## src/rtl/cfg_load_pkg.sv

```systemverilog
`timescale 1ns/1ps
package cfg_load_pkg;
  typedef enum logic [1:0] {
    PH_PARALLEL = 2'd0,
    PH_LOADING  = 2'd1,
    PH_DONE     = 2'd2
  } load_phase_e;
endpackage

```

## src/rtl/cfg_bit_counter.sv

```systemverilog
`timescale 1ns/1ps
module cfg_bit_counter #(
  parameter int unsigned CFG_W = 64,
  localparam int unsigned CNT_W = (CFG_W > 2) ? $clog2(CFG_W) : 1
) (
  input  logic clk_i,
  input  logic rst_ni,
  input  logic advance_i,
  output logic last_o
);
  logic [CNT_W-1:0] count_q;

  always_ff @(posedge clk_i or negedge rst_ni) begin
    if (!rst_ni)        count_q <= '0;
    else if (advance_i) count_q <= count_q + 1'b1;
  end

  assign last_o = (count_q == CNT_W'(CFG_W - 1));
endmodule

```

## src/rtl/cfg_shift_reg.sv

```systemverilog
`timescale 1ns/1ps
module cfg_shift_reg #(
  parameter int unsigned CFG_W     = 64,
  parameter bit          LSB_FIRST = 1'b1
) (
  input  logic             clk_i,
  input  logic             rst_ni,
  input  logic             shift_i,
  input  logic             bit_i,
  output logic [CFG_W-1:0] word_o
);
  logic [CFG_W-1:0] word_q, word_d;

  generate
    if (LSB_FIRST) begin : g_lsb
      // newest bit enters at the top, first bit drifts to bit 0
      assign word_d = {bit_i, word_q[CFG_W-1:1]};
    end else begin : g_msb
      assign word_d = {word_q[CFG_W-2:0], bit_i};
    end
  endgenerate

  always_ff @(posedge clk_i or negedge rst_ni) begin
    if (!rst_ni)      word_q <= '0;
    else if (shift_i) word_q <= word_d;
  end

  assign word_o = word_q;
endmodule

```

## src/rtl/cfg_chain_enable.sv

```systemverilog
`timescale 1ns/1ps
module cfg_chain_enable
  import cfg_load_pkg::*;
(
  input  load_phase_e phase_i,
  input  logic        sen_ni,
  output logic        sen_no
);
  always_comb begin
    unique case (phase_i)
      PH_DONE: sen_no = sen_ni;
      default: sen_no = 1'b1;
    endcase
  end
endmodule

```

## src/rtl/cfg_chain_loader.sv

```systemverilog
`timescale 1ns/1ps
module cfg_chain_loader
  import cfg_load_pkg::*;
#(
  parameter int unsigned CFG_W     = 64,
  parameter bit          LSB_FIRST = 1'b1
) (
  input  logic             clk_i,
  input  logic             rst_ni,
  input  logic             serial_mode_i,
  input  logic             sdata_i,
  input  logic             sen_ni,
  output logic             sen_no,
  output logic [CFG_W-1:0] cfg_o,
  output logic             done_o
);
  logic        done_q;
  logic        accept;
  logic        last_bit;
  load_phase_e phase;

  always_comb begin
    if (!serial_mode_i) phase = PH_PARALLEL;
    else if (done_q)    phase = PH_DONE;
    else                phase = PH_LOADING;
  end

  assign accept = (phase == PH_LOADING) && !sen_ni;

  cfg_bit_counter #(.CFG_W(CFG_W)) i_counter (
    .clk_i     (clk_i),
    .rst_ni    (rst_ni),
    .advance_i (accept),
    .last_o    (last_bit)
  );

  cfg_shift_reg #(.CFG_W(CFG_W), .LSB_FIRST(LSB_FIRST)) i_shift (
    .clk_i   (clk_i),
    .rst_ni  (rst_ni),
    .shift_i (accept),
    .bit_i   (sdata_i),
    .word_o  (cfg_o)
  );

  always_ff @(posedge clk_i or negedge rst_ni) begin
    if (!rst_ni)                 done_q <= 1'b0;
    else if (accept && last_bit) done_q <= 1'b1;
  end

  cfg_chain_enable i_enable (
    .phase_i (phase),
    .sen_ni  (sen_ni),
    .sen_no  (sen_no)
  );

  assign done_o = done_q;
endmodule

```

## config.mk

```make
export PLATFORM = sky130hd
export DESIGN_NAME = cfg_chain_loader
export DESIGN_NICKNAME = d
export VERILOG_FILES = /design/src/rtl/cfg_load_pkg.sv /design/src/rtl/cfg_bit_counter.sv /design/src/rtl/cfg_shift_reg.sv /design/src/rtl/cfg_chain_enable.sv /design/src/rtl/cfg_chain_loader.sv
export SDC_FILE = /design/constraint.sdc
export NUM_CORES = 1
export LEC_CHECK = 0
export BUFFER_PORTS_ARGS = -buffer_cell sky130_fd_sc_hd__buf_2
export CORE_MARGIN = 2
export CORE_UTILIZATION = 50
export CTS_CLUSTER_DIAMETER = 80
export DETAILED_ROUTE_END_ITERATION = 7
export PLACE_DENSITY = 0.76
export REMOVE_ABC_BUFFERS = 1
export SETUP_SLACK_MARGIN = 0.5
export SLEW_MARGIN = 20
export SYNTH_ARGS = -nofsm -noshare
export SYNTH_HDL_FRONTEND = slang
export SYNTH_SLANG_ARGS = --single-unit
```

## constraint.sdc

```tcl
create_clock -name clk_i -period 1.64 [get_ports clk_i]
set_input_delay 0.41 -clock clk_i [delete_from_list [all_inputs] [get_ports clk_i]]
set_output_delay 0.41 -clock clk_i [all_outputs]
set_load 0.05 [all_outputs]
```

==> results.json <==
{
  "status": "complete, no violations",
  "reg2reg_depth": 4,
  "critical_path_class": "reg -> reg",
  "routedWlPerCell_um": 17.2,
  "final_cell_area_mm2": 0.00434,
  "setup_tns_ns": 0,
  "ys_seq_elements": 71,
  "io_pins": 71,
  "syn_area_per_cell_um2": 17.0,
  "n_antenna_cell": 0,
  "finalCritPeriodShare_pct": 91.4,
  "cts-buffers-inserted": 9,
  "clk_pin_slew_ns": 0.08,
  "fin_crit_ns": 1.50,
  "setup_violations": 0,
  "cts.sinks": 71,
  "tightest_slew_ns": 0.378,
  "root_buffer": "clkbuf_8",
  "synth-async-reset-ratio_pct": 100,
  "dp_hpwl_um": 2970,
  "rows": 26,
  "startpoint_type": "flip-flop",
  "initial_core_util_pct": 52.1,
  "rrSetupSlack_ns": 0.14,
  "synth_cells": 158,
  "coreArea_mm2": 0.00514,
  "grt_start_max_net_pins": 72,
  "drc": 0,
  "grt_pass1_vias": 1966,
  "clock_tree.htree_level_count": 3,
  "dieArea_mm2": 0.00596,
  "peakVddDrop_mv": 0.959,
  "drt-total-wl_um": 6540,
  "final_nets": 312,
  "worstPathMaxFanout": 9,
  "whs_ns": 0.0761,
  "synth_edf_count": 0,
  "rsz0062_at_grt": "yes",
  "synth_most_common_cell": "dfrtp_1",
  "chipHeight_um": 77.2,
  "drive_above_1_share_pct": 73.2,
  "critPathBufInv": 2,
  "slew_violations": 0,
  "min_path_type": "in -> async",
  "critPathMaxStageDelay_ns": 0.46,
  "avgViaCountPerCell": 4.87,
  "timing.rr.start": "done_o",
  "yosys-top-cells-area": "dfrtp_1, mux2_2, buf_4, xnor2_1, nand4_1",
  "dr.pass1.iters": 4,
  "cp_data_required_time_ns": 1.86,
  "gr-total-overflow": 0,
  "yosys.area.top_type": "dfrtp_1",
  "slowest_stage": "dfrtp_2",
  "finalHoldViolations": 0,
  "pre_cts_ws_ns": 0.0667,
  "worst_setup_path_end_kind": "flip-flop",
  "area_growth_pct": 62.0,
  "yosys_warnings": 0,
  "yosysSeqAreaShare_pct": 66.3,
  "r2r-end": "i_shift.word_o[39]",
  "powerDensity_mw_per_mm2": 1300,
  "grt_pass1_wl_um": 10200,
  "postRouteAntennaNets": 0,
  "setup_ws_ns": 0.141,
  "via_count": 1850,
  "critical_path.top_delay_family": "flip-flops",
  "power.leakage_nw": 2.29,
  "clkLatencyLatePin_ns": 0.33,
  "instances_no_fill": 380,
  "utilization_pct": 84.5,
  "cp_cell_sequence": "nor3b_4 -> buf_12 -> buf_4 -> mux2_2",
  "place_congestion": 0.702,
  "synthDistinctLibCells": 14,
  "ys_top_cells_by_count": "dfrtp_1, mux2_2, buf_4",
  "dieWidth_um": 77.2,
  "drtIter0Drc": 72,
  "placed_cells": 298,
  "total_power_mw": 5.65,
  "dpl-instance-area_mm2": 0.00318,
  "antenna_found_initial": 0,
  "cts_tree": "yes",
  "cts_max_path_buffers": 2,
  "numPortBuffers": 70,
  "synth_top_area_share_pct": 66.3,
  "grt.total_usage_pct": 22.1,
  "ys.flop_type": "dfrtp_1",
  "skew_ns": 0.00759,
  "crit_arrival_ns": 1.72,
  "syn_area_mm2": 0.00268,
  "max_freq_mhz": 667,
  "slew_headroom_pct": 74.8,
  "cap_violations": 0
}
==> worst max path at each step <==
stage                      endpoint  startpoint  cells past startpoint
3_3_place_gp     i_shift.word_o[33]      sen_ni                      5
5_1_grt          i_shift.word_o[37]      done_o                      4
3_5_place_dp     i_shift.word_o[38]      sen_ni                      5
4_1_cts          i_shift.word_o[37]      done_o                      4
2_1_floorplan  i_counter.count_q[1]      done_o                      2
6_report         i_shift.word_o[39]      done_o                      4
==> kinds of logic (layout without fill, tap and decap cells) <==
| kind of cell | Yosys count | in the layout | synth area share (%) |
|---|---|---|---|
| AO/OA/AOI/OAI | 1 | 1 | 0.373 |
| buffers and inverters | 8 | 160 | 2.29 |
| AND/OR/NAND/NOR | 7 | 7 | 1.63 |
| multiplexers | 65 | 65 | 27.3 |
| adder cells (fa/ha/maj) | 1 | 1 | 0.467 |
| flip-flops | 71 | 71 | 66.3 |
| XOR/XNOR | 5 | 5 | 1.63 |
==> layout by cell type (no fill, tap or decap), drive strengths merged <==
cell type  count
clkbuf        12
mux2          65
ha             1
xnor2          4
xor2           1
dfrtp         71
buf          145
and3           1
nand2          1
nand4          3
clkinv         1
a41o           1
bufinv         2
nand3b         1
nor3b          1
==> worst register-to-register path: stages, from the launching register on <==
cell,delay (ns)
dfrtp_2,0.46
nor3b_4,0.23
buf_12,0.17
buf_4,0.17
mux2_2,0.36
==> area by class of cell <==
cell class / count / area, µm²
clock buffers: 12 / 165
clock inverters: 3 / 65.1
fillers: 253 / 798
multi-input cells: 79 / 853
flip-flops and latches: 71 / 1780
well taps: 70 / 87.6
repair buffers: 145 / 1390
==> metal layers <==
metal	wire length [µm]	global-route usage [%]
met1	2640	28.1
met2	3490	36.7
met3	345	6.12
met4	67	7.68
met5	0	0
==> registers in the layout, summed over array words and instances, names as in the netlist <==
name               cells
i_counter.count_q      6
done_o                 1
i_shift.word_o        64
==> where the power goes <==
part | leakage [nW] | total [mW] | switching, mW | internal (mW)
combinational | 1.21 | 1.81 | 0.985 | 0.827
sequential | 0.956 | 2.23 | 0.230 | 2.00
clock | 0.118 | 1.61 | 0.636 | 0.971
total | 2.29 | 5.65 | 1.85 | 3.80
==> timing repair <==
| item | 4_1_cts | 5_1_grt |
|---|---|---|
| gates resized for setup | 131 | 4 |
| pin swaps | 1 | 0 |
| buffers inserted | 45 | 22 |
| hold buffers | 0 | 0 |
| endpoints found under the setup margin | 136 | 137 |
| cloned | 0 | 0 |
Power figures use the tool's default switching activity.
